===== src/rtl/tws_pkg.sv =====
package tws_pkg;

    typedef enum logic [3:0] {
        ST_IDLE,
        ST_ADDR,
        ST_ADDR_ACK,
        ST_PTR,
        ST_PTR_ACK,
        ST_TX,
        ST_TX_ACK,
        ST_ARA_TX,
        ST_ARA_ACK,
        ST_IGNORE
    } tws_state_e;

    typedef struct packed {
        logic scl_rise;
        logic scl_fall;
        logic start;
        logic stop;
    } bus_evt_t;

    localparam logic [4:0] DEV_ADDR_HI = 5'b10010;
    localparam logic [6:0] ALERT_RESP_ADDR = 7'b0001100;

endpackage


===== src/rtl/tws_line_filter.sv =====
module tws_line_filter #(
    parameter int FILT_LEN = 3
) (
    input  logic clk,
    input  logic rst_n,
    input  logic raw_i,
    output logic clean_o
);
    localparam int CNT_W = $clog2(FILT_LEN + 1);

    logic             meta_q;
    logic             sync_q;
    logic [CNT_W-1:0] run_q;

    always_ff @(posedge clk or negedge rst_n) begin
        if (!rst_n) begin
            meta_q  <= 1'b1;
            sync_q  <= 1'b1;
            clean_o <= 1'b1;
            run_q   <= '0;
        end else begin
            meta_q <= raw_i;
            sync_q <= meta_q;
            if (sync_q != clean_o) begin
                if (run_q == CNT_W'(FILT_LEN - 1)) begin
                    clean_o <= sync_q;
                    run_q   <= '0;
                end else begin
                    run_q <= run_q + 1'b1;
                end
            end else begin
                run_q <= '0;
            end
        end
    end


    filt_follow_chk: assert property (@(posedge clk) disable iff (!rst_n)
        (clean_o != $past(clean_o)) |-> ($past(sync_q) == clean_o));

endmodule


===== src/rtl/tws_bus_events.sv =====
module tws_bus_events
    import tws_pkg::*;
(
    input  logic     clk,
    input  logic     rst_n,
    input  logic     scl_i,
    input  logic     sda_i,
    output bus_evt_t evt_o
);
    logic scl_q;
    logic sda_q;

    always_ff @(posedge clk or negedge rst_n) begin
        if (!rst_n) begin
            scl_q <= 1'b1;
            sda_q <= 1'b1;
        end else begin
            scl_q <= scl_i;
            sda_q <= sda_i;
        end
    end

    always_comb begin
        evt_o.scl_rise = scl_i & ~scl_q;
        evt_o.scl_fall = ~scl_i & scl_q;
        evt_o.start    = scl_i & scl_q & sda_q & ~sda_i;
        evt_o.stop     = scl_i & scl_q & ~sda_q & sda_i;
    end

endmodule


===== src/rtl/tws_target_fsm.sv =====
module tws_target_fsm
    import tws_pkg::*;
#(
    parameter int REG_W = 16,
    parameter int NREG  = 4
) (
    input  logic              clk,
    input  logic              rst_n,
    input  bus_evt_t          evt_i,
    input  logic              sda_s_i,
    input  logic [1:0]        strap_i,
    input  logic [NREG*REG_W-1:0] regs_i,
    input  logic              alert_i,
    output logic              sda_oe_o,
    output logic              alert_o
);
    localparam int BYTE_W = 8;
    localparam int BYTES  = REG_W / BYTE_W;
    localparam int CNT_W  = $clog2(BYTE_W + 1);
    localparam int BIDX_W = $clog2(BYTES + 1);
    localparam int PTR_W  = $clog2(NREG);

    tws_state_e        state, next_state;
    logic [CNT_W-1:0]  bit_cnt;
    logic [BYTE_W-1:0] rx_sh;
    logic [BYTE_W-1:0] tx_sh;
    logic [BIDX_W-1:0] byte_idx;
    logic [PTR_W-1:0]  ptr;
    logic              rw_q;
    logic              ara_q;
    logic              ctl_ack;
    logic              alert_in_q;

    logic [REG_W-1:0]  sel_word;
    logic              own_hit;
    logic              ara_hit;
    logic              last_bit;
    logic              lost_arb;
    logic [BYTE_W-1:0] next_byte;

    assign sel_word  = regs_i[int'(ptr)*REG_W +: REG_W];
    assign own_hit   = (rx_sh[7:1] == {DEV_ADDR_HI, strap_i});
    assign ara_hit   = (rx_sh[7:1] == ALERT_RESP_ADDR) && rx_sh[0] && alert_o;
    assign last_bit  = (bit_cnt == CNT_W'(BYTE_W - 1));
    assign lost_arb  = evt_i.scl_rise && tx_sh[7] && !sda_s_i;
    assign next_byte = BYTE_W'(sel_word >> (BYTE_W * (BYTES - 2 - int'(byte_idx))));

    // State register
    always_ff @(posedge clk or negedge rst_n) begin
        if (!rst_n) state <= ST_IDLE;
        else        state <= next_state;
    end

    // Next-state logic
    always_comb begin
        next_state = state;
        if (evt_i.stop) begin
            next_state = ST_IDLE;
        end else if (evt_i.start) begin
            next_state = ST_ADDR;
        end else begin
            unique case (state)
                ST_IDLE, ST_IGNORE: next_state = state;
                ST_ADDR:
                    if (evt_i.scl_fall && bit_cnt == CNT_W'(BYTE_W))
                        next_state = (own_hit || ara_hit) ? ST_ADDR_ACK : ST_IGNORE;
                ST_ADDR_ACK:
                    if (evt_i.scl_fall)
                        next_state = ara_q ? ST_ARA_TX : (rw_q ? ST_TX : ST_PTR);
                ST_PTR:
                    if (evt_i.scl_fall && bit_cnt == CNT_W'(BYTE_W))
                        next_state = ST_PTR_ACK;
                ST_PTR_ACK:
                    if (evt_i.scl_fall) next_state = ST_IGNORE;
                ST_TX:
                    if (evt_i.scl_fall && last_bit) next_state = ST_TX_ACK;
                ST_TX_ACK:
                    if (evt_i.scl_fall)
                        next_state = (ctl_ack && byte_idx != BIDX_W'(BYTES - 1))
                                     ? ST_TX : ST_IGNORE;
                ST_ARA_TX:
                    if (lost_arb)
                        next_state = ST_IGNORE;
                    else if (evt_i.scl_fall && last_bit)
                        next_state = ST_ARA_ACK;
                ST_ARA_ACK:
                    if (evt_i.scl_fall) next_state = ST_IGNORE;
                default: next_state = ST_IDLE;
            endcase
        end
    end

    // Outputs
    always_comb begin
        unique case (state)
            ST_ADDR_ACK, ST_PTR_ACK: sda_oe_o = 1'b1;
            ST_TX, ST_ARA_TX:        sda_oe_o = ~tx_sh[7];
            default:                 sda_oe_o = 1'b0;
        endcase
    end

    // Datapath
    always_ff @(posedge clk or negedge rst_n) begin
        if (!rst_n) begin
            bit_cnt  <= '0;
            rx_sh    <= '0;
            tx_sh    <= '1;
            byte_idx <= '0;
            ptr      <= '0;
            rw_q     <= 1'b0;
            ara_q    <= 1'b0;
            ctl_ack  <= 1'b0;
        end else if (evt_i.start || evt_i.stop) begin
            bit_cnt <= '0;
            tx_sh   <= '1;
        end else begin
            unique case (state)
                ST_ADDR, ST_PTR: begin
                    if (evt_i.scl_rise) begin
                        rx_sh   <= {rx_sh[BYTE_W-2:0], sda_s_i};
                        bit_cnt <= bit_cnt + 1'b1;
                    end
                    if (evt_i.scl_fall && bit_cnt == CNT_W'(BYTE_W)) begin
                        if (state == ST_ADDR) begin
                            rw_q  <= rx_sh[0];
                            ara_q <= ara_hit && !own_hit;
                        end else begin
                            ptr <= rx_sh[PTR_W-1:0];
                        end
                    end
                end
                ST_ADDR_ACK: begin
                    if (evt_i.scl_fall) begin
                        bit_cnt  <= '0;
                        byte_idx <= '0;
                        if (ara_q)
                            tx_sh <= {DEV_ADDR_HI, strap_i, alert_i};
                        else if (rw_q)
                            tx_sh <= sel_word[REG_W-1 -: BYTE_W];
                    end
                end
                ST_TX, ST_ARA_TX: begin
                    if (evt_i.scl_fall) begin
                        tx_sh   <= {tx_sh[BYTE_W-2:0], 1'b1};
                        bit_cnt <= bit_cnt + 1'b1;
                    end
                end
                ST_TX_ACK: begin
                    if (evt_i.scl_rise) ctl_ack <= !sda_s_i;
                    if (evt_i.scl_fall) begin
                        bit_cnt  <= '0;
                        tx_sh    <= next_byte;
                        byte_idx <= byte_idx + 1'b1;
                    end
                end
                default: begin
                    tx_sh <= '1;
                end
            endcase
        end
    end

    // Alert latch
    always_ff @(posedge clk or negedge rst_n) begin
        if (!rst_n) begin
            alert_in_q <= 1'b0;
            alert_o    <= 1'b0;
        end else begin
            alert_in_q <= alert_i;
            if (alert_i && !alert_in_q)
                alert_o <= 1'b1;
            else if (state == ST_ARA_TX && next_state == ST_ARA_ACK)
                alert_o <= 1'b0;
        end
    end


    stop_release_chk: assert property (@(posedge clk) disable iff (!rst_n)
        evt_i.stop |=> !sda_oe_o);


    restart_addr_chk: assert property (@(posedge clk) disable iff (!rst_n)
        evt_i.start |=> (state == ST_ADDR && $stable(ptr)));


    ptr_hold_chk: assert property (@(posedge clk) disable iff (!rst_n)
        (state != ST_PTR) |=> $stable(ptr));


    ara_alert_chk: assert property (@(posedge clk) disable iff (!rst_n)
        (state == ST_ARA_TX) |-> alert_o);


    arb_loss_chk: assert property (@(posedge clk) disable iff (!rst_n)
        (state == ST_ARA_TX && lost_arb) |=> (state == ST_IGNORE && alert_o && !sda_oe_o));

endmodule


===== src/rtl/tws_sensor_target.sv =====
module tws_sensor_target
    import tws_pkg::*;
#(
    parameter int REG_W    = 16,
    parameter int NREG     = 4,
    parameter int FILT_LEN = 3
) (
    input  logic                  clk,
    input  logic                  rst_n,
    input  logic                  scl_i,
    input  logic                  sda_i,
    output logic                  sda_oe_o,
    input  logic [1:0]            addr_strap_i,
    input  logic [NREG*REG_W-1:0] reg_data_i,
    input  logic                  alert_i,
    output logic                  alert_o
);
    logic [1:0] raw_lines;
    logic [1:0] clean_lines;
    bus_evt_t   evt;

    assign raw_lines = {scl_i, sda_i};

    for (genvar i = 0; i < 2; i++) begin : g_line
        tws_line_filter #(.FILT_LEN(FILT_LEN)) u_filt (
            .clk     (clk),
            .rst_n   (rst_n),
            .raw_i   (raw_lines[i]),
            .clean_o (clean_lines[i])
        );
    end

    tws_bus_events u_evt (
        .clk   (clk),
        .rst_n (rst_n),
        .scl_i (clean_lines[1]),
        .sda_i (clean_lines[0]),
        .evt_o (evt)
    );

    tws_target_fsm #(.REG_W(REG_W), .NREG(NREG)) u_fsm (
        .clk      (clk),
        .rst_n    (rst_n),
        .evt_i    (evt),
        .sda_s_i  (clean_lines[0]),
        .strap_i  (addr_strap_i),
        .regs_i   (reg_data_i),
        .alert_i  (alert_i),
        .sda_oe_o (sda_oe_o),
        .alert_o  (alert_o)
    );

endmodule


===== config.mk =====
export PLATFORM = sky130hd
export DESIGN_NAME = tws_sensor_target
export DESIGN_NICKNAME = d
export VERILOG_FILES = /design/src/rtl/tws_pkg.sv /design/src/rtl/tws_line_filter.sv /design/src/rtl/tws_bus_events.sv /design/src/rtl/tws_target_fsm.sv /design/src/rtl/tws_sensor_target.sv
export SDC_FILE = /design/constraint.sdc
export NUM_CORES = 1
export LEC_CHECK = 0
export BUFFER_PORTS_ARGS = -buffer_cell sky130_fd_sc_hd__buf_2
export CORE_ASPECT_RATIO = 1.2
export CORE_UTILIZATION = 53
export DETAILED_ROUTE_END_ITERATION = 12
export GPL_TIMING_DRIVEN = 0
export HOLD_SLACK_MARGIN = 0.02
export PLACE_DENSITY_LB_ADDON = 0.05
export SKIP_CTS_REPAIR_TIMING = 1
export SYNTH_ARGS = -nofsm -noshare
export SYNTH_HDL_FRONTEND = slang
export SYNTH_SLANG_ARGS = --single-unit

===== constraint.sdc =====
create_clock -name clk -period 2.6 [get_ports clk]
set_clock_uncertainty 0.1 [all_clocks]
set_input_delay 0.13 -clock clk [delete_from_list [all_inputs] [get_ports clk]]
set_output_delay 0.13 -clock clk [all_outputs]
set_load 0.1 [all_outputs]

Yosys cells after proc, flatten, opt, wreduce, memory -nomap -nowiden
Cells that the tools add are included.
{"block": "op_classes", "n_addsub": 5, "multipliers": 0, "div": 0, "order_cmp": 0, "n_eq_ne": 28, "n_shift": 2, "muxes": 37, "n_bitwise": 14, "reduce_logical": 34}
{"cell": "2-to-1 mux 4 bit", "count": 17}
{"cell": "variable part select 64 x 7 -> 16 bit", "count": 1}
{"cell": "2-to-1 mux 8 bit", "count": 6}
{"cell": "one-hot mux 4 bit (8 select lines)", "count": 1}
{"cell": "one-hot mux 8 bit (4 select lines)", "count": 1}
{"cell": "right shift 16 x 32 -> 8 bit", "count": 1}
{"cell": "== test 4 x 3 -> 1 bit, second input constant", "count": 5}
{"cell": "== test 4 bit, second input constant", "count": 4}
{"cell": "AND reduction 4 bit", "count": 4}
{"cell": "!= test 3 x 1 -> 1 bit, second input constant", "count": 5}
{"cell": "2-to-1 mux 2 bit", "count": 6}
{"cell": "one-hot mux 4 bit (3 select lines)", "count": 1}
{"cell": "OR reduction 2 bit", "count": 6}
{"cell": "logical AND 1 bit", "count": 10}
{"cell": "== test 4 x 2 -> 1 bit, second input constant", "count": 2}
{"cell": "!= test 2 x 1 -> 1 bit, second input constant", "count": 4}
{"cell": "bitwise AND 1 bit", "count": 7}
{"cell": "== test 7 x 4 -> 1 bit, second input constant", "count": 1}
{"cell": "== test 7 bit", "count": 1}
{"cell": "NOT 1 bit", "count": 7}
{"cell": "adder 2 x 1 -> 2 bit, second input constant", "count": 3}
{"cell": "AND reduction 3 bit", "count": 2}
{"cell": "AND reduction 5 bit", "count": 1}
{"cell": "adder 4 x 1 -> 4 bit, second input constant", "count": 1}
{"cell": "15 further kinds", "count": 23}
{"block": "totals", "ff_bits": 45, "latchBits": 0, "ram_bits": 0, "rom_bits": 0, "inputBits": 71, "out_inout_bits": 2, "word_cells": 141, "mem_count": 0}

Longest topological paths before layout
Gate-level depths: netlist of the first run.
{"block": "logic_depth", "word_depth": 13, "mapped_depth": 8}

Hierarchy
From an unflattened synthesis of the first run, not the netlist that was laid out.
{"block": "hier_totals", "hier_cells": 273, "area_unflattened_um2": 2991.6}
{"mod": "tws_target_fsm", "n_inst": 1, "cells_per_inst": 247, "area_per_inst_um2": 2548.7}
{"mod": "tws_line_filter", "n_inst": 2, "cells_per_inst": 10, "area_per_inst_um2": 178.9}
{"mod": "tws_bus_events", "n_inst": 1, "cells_per_inst": 6, "area_per_inst_um2": 85.1}

Worst setup path before layout of the first run
OpenSTA, ideal clock, no wires.
{"block": "synth_path", "path_kind": "reg2out", "startpoint": "register u_fsm.state[2]", "endpoint": "output sda_oe_o", "arrival_time_ps": 2535, "required_ps": 2370, "path_slack_ps": -165, "stages_incl_launch_ff": 5, "n_path_buf": 2, "cell_sequence": "dfrtp_1 -> buf_2 -> clkbuf_1 -> or3_1 -> a21oi_1"}
{"block": "synth_between", "elab_chain_cells": 3, "word_cells_on_any_way": 7, "cone_classes": "4 x eq/ne; 1 x mux; 2 x reduce/logical"}
{"item": "from (decl)", "line_no": "tws_target_fsm.sv:23", "source": "tws_state_e state, next_state;"}
{"item": "from (signal assigned)", "line_no": "tws_target_fsm.sv:51", "source": "else state <= next_state;"}
{"item": "== test 4 x 3 -> 1 bit or == test 4 x 2 -> 1 bit (tied branches)", "line_no": "tws_target_fsm.sv:95", "source": "unique case (state)"}
{"item": "OR reduction 2 bit", "line_no": "tws_target_fsm.sv:95"}
{"item": "one-hot mux 1 bit (2 select lines) (*)", "line_no": "tws_target_fsm.sv:95"}
{"item": "to (decl)", "line_no": "tws_sensor_target.sv:12", "source": "output logic sda_oe_o,"}
Mark *: on every way between the ends. The rest lies on a longest branch, timed or not.

Final worst setup path of the first run
Ends and elaborated chain as after synthesis.

==> summary by stage, run 1 <==
Setup path
On the critical path, the stage with the largest delay is an instance of sky130_fd_sc_hd__buf_2. STA classifies the critical path startpoint as a flop. By instance count, the cell type seen most on the critical path is sky130_fd_sc_hd__buf_2. The worst setup path is captured at an output pin.

The delay of the slowest cell on the worst path is 0.44 ns. The arrival time at the worst endpoint is 2.08 ns. The top fanout value on the critical path is 10. The startpoint-to-endpoint class of the critical path is reg -> out. Data on the critical path is required at its endpoint by 2.37 ns. The signal on the critical path passes through buf_2 > clkbuf_1 > or3_1 > a21oi_2 > buf_2.

Global routing
The number of antenna violations at the first check in global routing is 0. Entering global routing, the biggest net connects 46 pins. The total routing resource utilization after global routing is 26.6%. The number of global-route vias before repair is 2,373. Summed over all layers, the global routing overflow is 0.

The first global-routing pass estimated 11,000 microns of wire.

Cells and area
Cells with a size suffix above 1 make up 40.9% of the layout. The number of nets in the layout is 426. The top cell types in the final layout, fill and taps aside, are 80 x sky130_fd_sc_hd__buf_2, 29 x sky130_fd_sc_hd__dfrtp_1, 27 x sky130_fd_sc_hd__nand2_1. The area growth from synthesis to layout is 19.9%.

The total inserted antenna cells is 0. The commonest non-fill, non-tap cell in the layout is sky130_fd_sc_hd__buf_2. The count of fill cells added during filler insertion is 412.

Drt
In this run the remaining antenna-violating nets after routing total 0. The routed layout has 2,445 vias. The DRC violation count after routing is 0. The first TritonRoute pass finished after 4 iterations. The mean routed wirelength per cell is 16.5 microns. The final layout contains routed wiring with a total length of 6810 microns. For this block, the initial DRC count from the detailed router was 139. Using the TritonRoute via totals, the vias-per-cell ratio works out to 5.93.

Synthesis
After synthesis, the cell types taking the most area are sky130_fd_sc_hd__dfrtp_1 26%, sky130_fd_sc_hd__dfstp_2 15%, sky130_fd_sc_hd__mux4_2 13%, sky130_fd_sc_hd__mux2_2 5.5%, sky130_fd_sc_hd__nand2_1 3.6%. When the netlist entered floorplanning its net count stood at 343. The share of the synthesized area in the top cell type is 25.5%. The synthesized design contains 0 enable-type register cells. The mapped netlist covers 2840 sq um.

The unique cell type count in the Yosys netlist is 55. After synthesis, the mean cell area works out to 10.6 sq um. Sequential elements use 40.3% of the synthesized area. Among all flip-flop cells after synthesis, the most frequent one is sky130_fd_sc_hd__dfrtp_1. The dominant cell type by area after synthesis is sky130_fd_sc_hd__dfrtp_1. The count of synthesis-stage warnings from yosys is 0. Counting flops with an async set or reset pin after synthesis yields a share of 100%. The cell count after synthesis came out at 268. The register bit total from synthesis is 45.

STA
The total count of hold-check failures in the final report was 0. Based on the critical path, the design can be clocked at up to 0.434 GHz. The count of endpoints failing setup in the final report is 0. Headroom to the max-slew limit came out at 35.4%. The actual slew at the worst max-slew pin is 0.970 ns. Setup repair after global routing left no endpoint under its margin. For the finished layout, the period the worst path requires is 2.31 ns. The number of pins exceeding their max-slew limit in the final report is 0. In the finished design, the share of the clock period the worst path needs comes to 88.7%.

Setup total negative slack on the finished layout was measured at 0 ns. Across all setup checks in the final design, the least slack found is 0.294 ns.

Clock network
The buffer cell driving the clock tree root is sky130_fd_sc_hd__clkbuf_8. Counting the buffers created by CTS gives 5. The maximum root-to-sink buffer count is 2. The total clock sinks is 45. The clock tree from TritonCTS is done. The H-tree was split into 2 levels. The later pin in the worst-skew pair is clocked with a latency of 0.30 ns.

After clock tree synthesis, the clock-pin slew on the worst setup and hold paths is 0.08 ns.

Run status
The run finished with clean final reports.

Placed design
Routability-driven placement finished with a final weighted congestion of 0.963. The number of buffers added on ports is 72. The wire-length estimate of the detail-placed layout is 5310 microns.

OpenSTA, run right after detailed placement, puts the worst setup slack at 0.392 ns.

Floorplan
In this run the horizontal extent of the chip is 68.9 microns. Pin placement for this block handled 73 I/O pins. From bottom edge to top edge, the die measures 82.2 microns. For this configuration, the core starts out at a cell density of 56.3%. The number of rows created at floorplan is 28. The overall die area is 5660 sq um. In this run the standard cell core region covers 5040 sq um.

Power and ir drop
The worst-case IR drop observed on VDD is 0.000541 V. Summed over all cells, the static leakage comes to 1.44 nW. The power per cell area is 708 nW/um^2.

Flow run
Across the run, the number of max-cap violations was 0.

Worst hold path
The class of the tightest hold or removal check is reg -> reg.
==> state kept, by name (all words and copies together), names as in the netlist, 2 cells and up <==
signal,count
g_line.u_filt.clean_o,2
g_line.u_filt.meta_q,2
g_line.u_filt.run_q,4
g_line.u_filt.sync_q,2
u_fsm.bit_cnt,4
u_fsm.byte_idx,2
u_fsm.ptr,2
u_fsm.rx_sh,8
u_fsm.state,4
u_fsm.tx_sh,8
==> final timing paths <==
path | from | end | slack, ns | cells past startpoint
min reg2reg | g_line[0].u_filt.meta_q | g_line[0].u_filt.sync_q | 0.26 | 0
max reg2reg | g_line[0].u_filt.clean_o | u_fsm.tx_sh[1] | 0.37 | 8
min | g_line[0].u_filt.meta_q | g_line[0].u_filt.sync_q | 0.26 | 0
max | u_fsm.state[2] | sda_oe_o | 0.29 | 5
max in group asynchronous | rst_n | u_fsm.ara_q | 1.38 | 2
min in group asynchronous | rst_n | u_fsm.bit_cnt[0] | 0.42 | 2
==> through the flow <==
step / cells / util, % / hold WS [ns] / cell area [sq um] / total power, mW
after global routing: 412 / 67.6 / 0.265 / 3410 / 2.56
after CTS: 408 / 66.8 / -0.188 / 3370 / 2.42
after global placement: 400 / 65.1 / 0.135 / 3280 / 1.95
final: 412 / 67.6 / 0.260 / 3410 / 2.41
after floorplan: 268 / - / -0.266 / 2850 / 1.72
after detailed placement: 400 / 65.1 / 0.137 / 3280 / 1.98
==> kinds of logic (layout without fill, tap and decap cells) <==
family	Yosys count	count (layout)	share of synthesized area (%)
mux	32	32	18.9
xor+xnor	6	6	1.85
flops	45	45	40.3
buf+inv	25	109	4.31
simple gates	102	102	19.6
fa+ha+maj	4	4	1.76
compound gates	54	54	13.2
==> layout make-up <==
type / count / area [sq um] / share of cell area, %
Clock buffer: 6 / 72.6 / 2.13
Buffer: 16 / 88.8 / 2.61
Tap cell: 60 / 75.1 / 2.20
Multi-Input combinational cell: 198 / 1580 / 46.3
Sequential cell: 45 / 1150 / 33.6
Clock inverter: 2 / 15.0 / 0.440
Inverter: 9 / 33.8 / 0.991
Timing Repair Buffer: 76 / 400 / 11.7
==> critical path, delay by kind of cell, from the launching register on <==
kind	cells	cell delay, ns
buffers and inverters	3	0.83
AND/OR/NAND/NOR	1	0.43
flip-flops	1	0.36
AO/OA/AOI/OAI	1	0.15
==> synthesized netlist by cell type, types with 2 or more instances <==
library cell and n:
sky130_fd_sc_hd__a211o_1 2, sky130_fd_sc_hd__a211oi_1 2, sky130_fd_sc_hd__a21oi_1 9, sky130_fd_sc_hd__a221oi_1 4
sky130_fd_sc_hd__a31oi_1 7, sky130_fd_sc_hd__a41oi_1 5, sky130_fd_sc_hd__and2_1 3, sky130_fd_sc_hd__and2b_1 2
sky130_fd_sc_hd__and3_1 4, sky130_fd_sc_hd__buf_2 8, sky130_fd_sc_hd__buf_6 2, sky130_fd_sc_hd__clkbuf_1 4
sky130_fd_sc_hd__dfrtp_1 29, sky130_fd_sc_hd__dfstp_2 16, sky130_fd_sc_hd__ha_1 4, sky130_fd_sc_hd__inv_1 9
sky130_fd_sc_hd__mux2_2 14, sky130_fd_sc_hd__mux2i_1 2, sky130_fd_sc_hd__mux4_2 16, sky130_fd_sc_hd__nand2_1 27
sky130_fd_sc_hd__nand3_1 6, sky130_fd_sc_hd__nand3b_1 2, sky130_fd_sc_hd__nand4_1 2, sky130_fd_sc_hd__nand4b_1 3
sky130_fd_sc_hd__nor2_1 20, sky130_fd_sc_hd__nor2b_1 6, sky130_fd_sc_hd__nor3_1 9, sky130_fd_sc_hd__nor3b_1 2
sky130_fd_sc_hd__o211ai_1 3, sky130_fd_sc_hd__o21ai_0 12, sky130_fd_sc_hd__o21bai_1 2, sky130_fd_sc_hd__o311a_1 2
sky130_fd_sc_hd__or3_1 4, sky130_fd_sc_hd__xnor2_1 3, sky130_fd_sc_hd__xor2_1 3
==> metal layers <==
metal	share of wire [%]	global-route usage, %	vias to the layer above
met5	0	0	-
li1	-	-	1165
met4	2.5	10.2	0
met2	51	46.2	90
met1	41	31.8	1173
met3	5.0	5.36	17
==> power breakdown <==
part	internal, mW	switching, mW
clock network	0.190	0.242
logic	0.429	0.495
registers	0.905	0.153
total	1.52	0.890
Note: power is estimated with default switching activity, not from simulation.
==> inputs of run 2 (changes only) <==
--- a/config.mk
+++ b/config.mk
@@ -7,12 +7,14 @@
 export LEC_CHECK = 0
 export BUFFER_PORTS_ARGS = -buffer_cell sky130_fd_sc_hd__buf_2
 export CORE_ASPECT_RATIO = 1.2
-export CORE_UTILIZATION = 53
+export CORE_UTILIZATION = 54
 export DETAILED_ROUTE_END_ITERATION = 12
 export GPL_TIMING_DRIVEN = 0
 export HOLD_SLACK_MARGIN = 0.02
 export PLACE_DENSITY_LB_ADDON = 0.05
+export RECOVER_POWER = 50
 export SKIP_CTS_REPAIR_TIMING = 1
 export SYNTH_ARGS = -nofsm -noshare
 export SYNTH_HDL_FRONTEND = slang
+export SYNTH_HIERARCHICAL = 1
 export SYNTH_SLANG_ARGS = --single-unit
==> summary by stage, run 2 <==
Global routing
The global route total overflow is 0. Global routing consumed, on the met1 layer, 33.2% of the routing resources. The largest net degree at the start of global routing is 46.

The number of global-route vias before repair was 2,528. The number of antenna violations at the first check in global routing is 0. met2 is the most crowded layer. The total routing resource utilization after global routing is 25.0%. In the global route stage, met2 resource usage came out at 41.0%.

The first global-routing pass estimated 11,600 microns of wire. The global routing met3 resource utilization is 3.99%.

Synthesis
Ranked by instance count, the synthesized netlist is headed by 29 x sky130_fd_sc_hd__dfrtp_1, 23 x sky130_fd_sc_hd__nand2_1, 16 x sky130_fd_sc_hd__dfstp_2, 16 x sky130_fd_sc_hd__mux4_2, 15 x sky130_fd_sc_hd__inv_1. The share of the synthesized area in the top cell type is 24.3%. In this run, synthesis inferred 0 flip-flops with an integrated enable. Of all flip-flops after synthesis, the portion carrying an async set or reset was 100%. After technology mapping, the gate count stands at 273.

Sequential elements use 38.3% of the synthesized area. After synthesis, the netlist uses 64 different library cells. The register bit total from synthesis is 45. The total nets after synthesis is 348. In the post-synthesis netlist, the biggest area contributors are sky130_fd_sc_hd__dfrtp_1 24%, sky130_fd_sc_hd__dfstp_2 14%, sky130_fd_sc_hd__mux4_2 12%, sky130_fd_sc_hd__mux2_2 3.4%, sky130_fd_sc_hd__nand2_1 2.9%. The main flop type after synthesis is sky130_fd_sc_hd__dfrtp_1. The average instance area after synthesis is 11.0 sq um. The Yosys step of the flow raised 6 warnings. The dominant cell type by area after synthesis is sky130_fd_sc_hd__dfrtp_1.

The most used standard cell by instance count after synthesis is sky130_fd_sc_hd__dfrtp_1. The synthesized area is 2990 sq um.

Cells and area
The repair_antennas step left the layout with diodes totalling 0. In the layout the commonest cells are 79 x sky130_fd_sc_hd__buf_2, 29 x sky130_fd_sc_hd__dfrtp_1, 23 x sky130_fd_sc_hd__nand2_1. The post-route netlist has 39.5% of its cells at a drive strength greater than 1.

The library cell used most frequently in the layout, excluding fill and tap cells, is sky130_fd_sc_hd__buf_2. The area growth from synthesis to layout is 19.4%. For this run, the post-layout net count is 431.

The largest registers in the layout are u_fsm/rx_sh (8), u_fsm/tx_sh (8).

Placed design
Input and output buffers added on the ports amount to 72. The routability congestion estimate is 0.931. The setup slack after placement is 0.233 ns. Summed over all nets, the half-perimeter wirelength after detailed placement is 5290 microns.

Setup path
The length in cells of the worst reg-to-reg path is 7. The worst register-to-register path begins at u_fsm/byte_idx[0]. The critical path is of the reg -> reg type.

The critical path required time is 2.72 ns. Following the worst setup path forward leads to its endpoint at u_fsm/tx_sh[0]. The most critical setup path has its startpoint at u_fsm/byte_idx[0].

The critical-path cell with the highest stage delay is sky130_fd_sc_hd__dfrtp_1. The element type at the critical path start is a flop. The logic depth of the worst setup path including buffers is 7. The top fanout value on the critical path is 10. The largest single stage delay on the critical path is 0.50 ns. The combined buffer and inverter count along the critical path is 2. Walking the worst path, the cells encountered are clkinv_1 > ha_1 > nor2b_1 > clkbuf_2 > a32oi_4 > o211ai_1 > o32a_1. The worst register-to-register path ends at u_fsm/tx_sh[0]. The kind of cell with the highest combined delay along the critical path is compound AO/OA/AOI/OAI gates. The arrival time at the worst endpoint is 2.55 ns. STA classifies the critical path endpoint as a flop. The setup check on the worst reg-to-reg path leaves a slack of 0.16 ns.

Drt
For this block, the routed nets add up to 6910 microns of wire. The number of vias per cell is 5.96. For this run, the detailed router's first-pass iteration total came to 4. In the routed design, unresolved DRC markers number 0. Dividing the detail-routed wire length by the instance count gives 16.5 microns. The routed via count is 2,497. Once detail routing completed, the nets flagged for antenna violations numbered 0. The detailed router finished its first iteration with 180 violations.

STA
The final clock period utilization by the worst path is 93.7%. Setup repair after global routing left no endpoint under its margin. The relative slew slack is 27.5%. For the final routed database, the setup TNS stands at 0 ns. Across all setup checks in the final design, the least slack found is 0.164 ns. The total count of hold-check failures in the final report is 0. Final hold analysis gives a worst-case slack of 0.190 ns. Static timing analysis puts the maximum clock frequency at 0.411 GHz. The minimum period implied by the final worst setup slack is 2.44 ns. The number of pins exceeding their max-slew limit in the final report is 0. The count of endpoints failing setup in the final report is 0. The actual slew at the worst max-slew pin is 1.09 ns.

Run status
The run finished with clean final reports.

Clock network
The buffer cell driving the clock tree root is sky130_fd_sc_hd__clkbuf_8. Clock-pin slew was measured on the worst setup and hold paths at 0.09 ns. The clock tree synthesis step divided the H-tree into 2 levels. The clock drives 45 sinks. The later pin in the worst-skew pair is clocked with a latency of 0.29 ns. The number of buffers created by CTS is 5.

The maximum root-to-sink buffer count is 2. TritonCTS built the clock tree.

Floorplan
The die covers 5840 sq um. The die is 69.9 microns wide. The initial standard-cell utilization of the core is 56.5%. The height of the chip is 83.5 microns. The I/O pin count is 73.

The core region is 5300 sq um. The initialized floorplan defines 29 standard-cell rows.

Power and ir drop
Power spread over the standard cell area amounts to 703 nW/um^2. The peak ir drop on the vdd network is 0.000306 V. In this run the static leakage power is 1.53 nW.

Worst hold path
The class of the tightest hold or removal check is in -> reg.

Flow run
Max-cap violations in this run came to 0.
run 2: cell count changes in the layout (fill, tap and decap cells not counted), moves of 6 or more:
cell / before / now
sky130_fd_sc_hd__inv_1: 9 / 15
sky130_fd_sc_hd__nand3_1: 6 / 12
sky130_fd_sc_hd__nand4_1: 2 / 8
sky130_fd_sc_hd__nor2_1: 20 / 5
sky130_fd_sc_hd__nor3_1: 9 / 3
run 2: how the worst min path moves through the flow:
| stage | cells past startpoint | slack [ns] | endpoint | start |
|---|---|---|---|---|
| global route | 4 | 0.22 | u_fsm/tx_sh[2] | addr_strap_i[1] |
| finish | 4 | 0.19 | u_fsm/tx_sh[1] | addr_strap_i[0] |
| floorplan | 0 | -0.27 | g_line[0].u_filt/run_q[0] | rst_n |
| global placement | 1 | 0.14 | g_line[0].u_filt/meta_q | sda_i |
| CTS | 1 | -0.18 | g_line[0].u_filt/meta_q | sda_i |
| detailed placement | 1 | 0.14 | g_line[0].u_filt/meta_q | sda_i |
run 2: through the flow:
stage / power [mW] / util (%) / instances / cell area (sq um)
final: 2.51 / 67.4 / 419 / 3570
after floorplan: 1.73 / - / 273 / 2990
after detailed placement: 2.01 / 64.7 / 407 / 3430
after global routing: 2.67 / 67.4 / 419 / 3570
after global placement: 1.98 / 64.7 / 407 / 3430
after CTS: 2.54 / 66.8 / 415 / 3540
run 2: cells by family after synthesis:
logic type	share of synthesized area [%]
buf+inv	4.93
simple gates	21.0
mux	18.1
flops	38.3
compound gates	14.9
fa+ha+maj	1.67
xor+xnor	1.17
run 2: final cells by class:
cell class / count / area (sq um)
fillers: 428 / 1730
multi-input cells: 195 / 1690
flip-flops and latches: 45 / 1150
repair buffers: 76 / 399
plain buffers: 17 / 87.6
well taps: 62 / 77.6
clock buffers: 6 / 72.6
inverters: 16 / 60.1
clock inverters: 2 / 38.8
run 2: worst min-delay path, cell delays in order:
cell                       delay, ns
sky130_fd_sc_hd__buf_2          0.11
sky130_fd_sc_hd__nand3_1        0.08
sky130_fd_sc_hd__o211ai_1       0.09
sky130_fd_sc_hd__o22a_1         0.14
run 2: layer usage:
metal	vias up	share of wire (%)
li1	1206	-
met1	1178	43
met2	95	50
met3	18	4.2
met4	0	2.3
met5	-	0
run 2: power breakdown:
group	total [mW]	switching, mW	internal [mW]
clock network	0.526	0.237	0.289
logic	0.951	0.505	0.446
registers	1.03	0.168	0.867
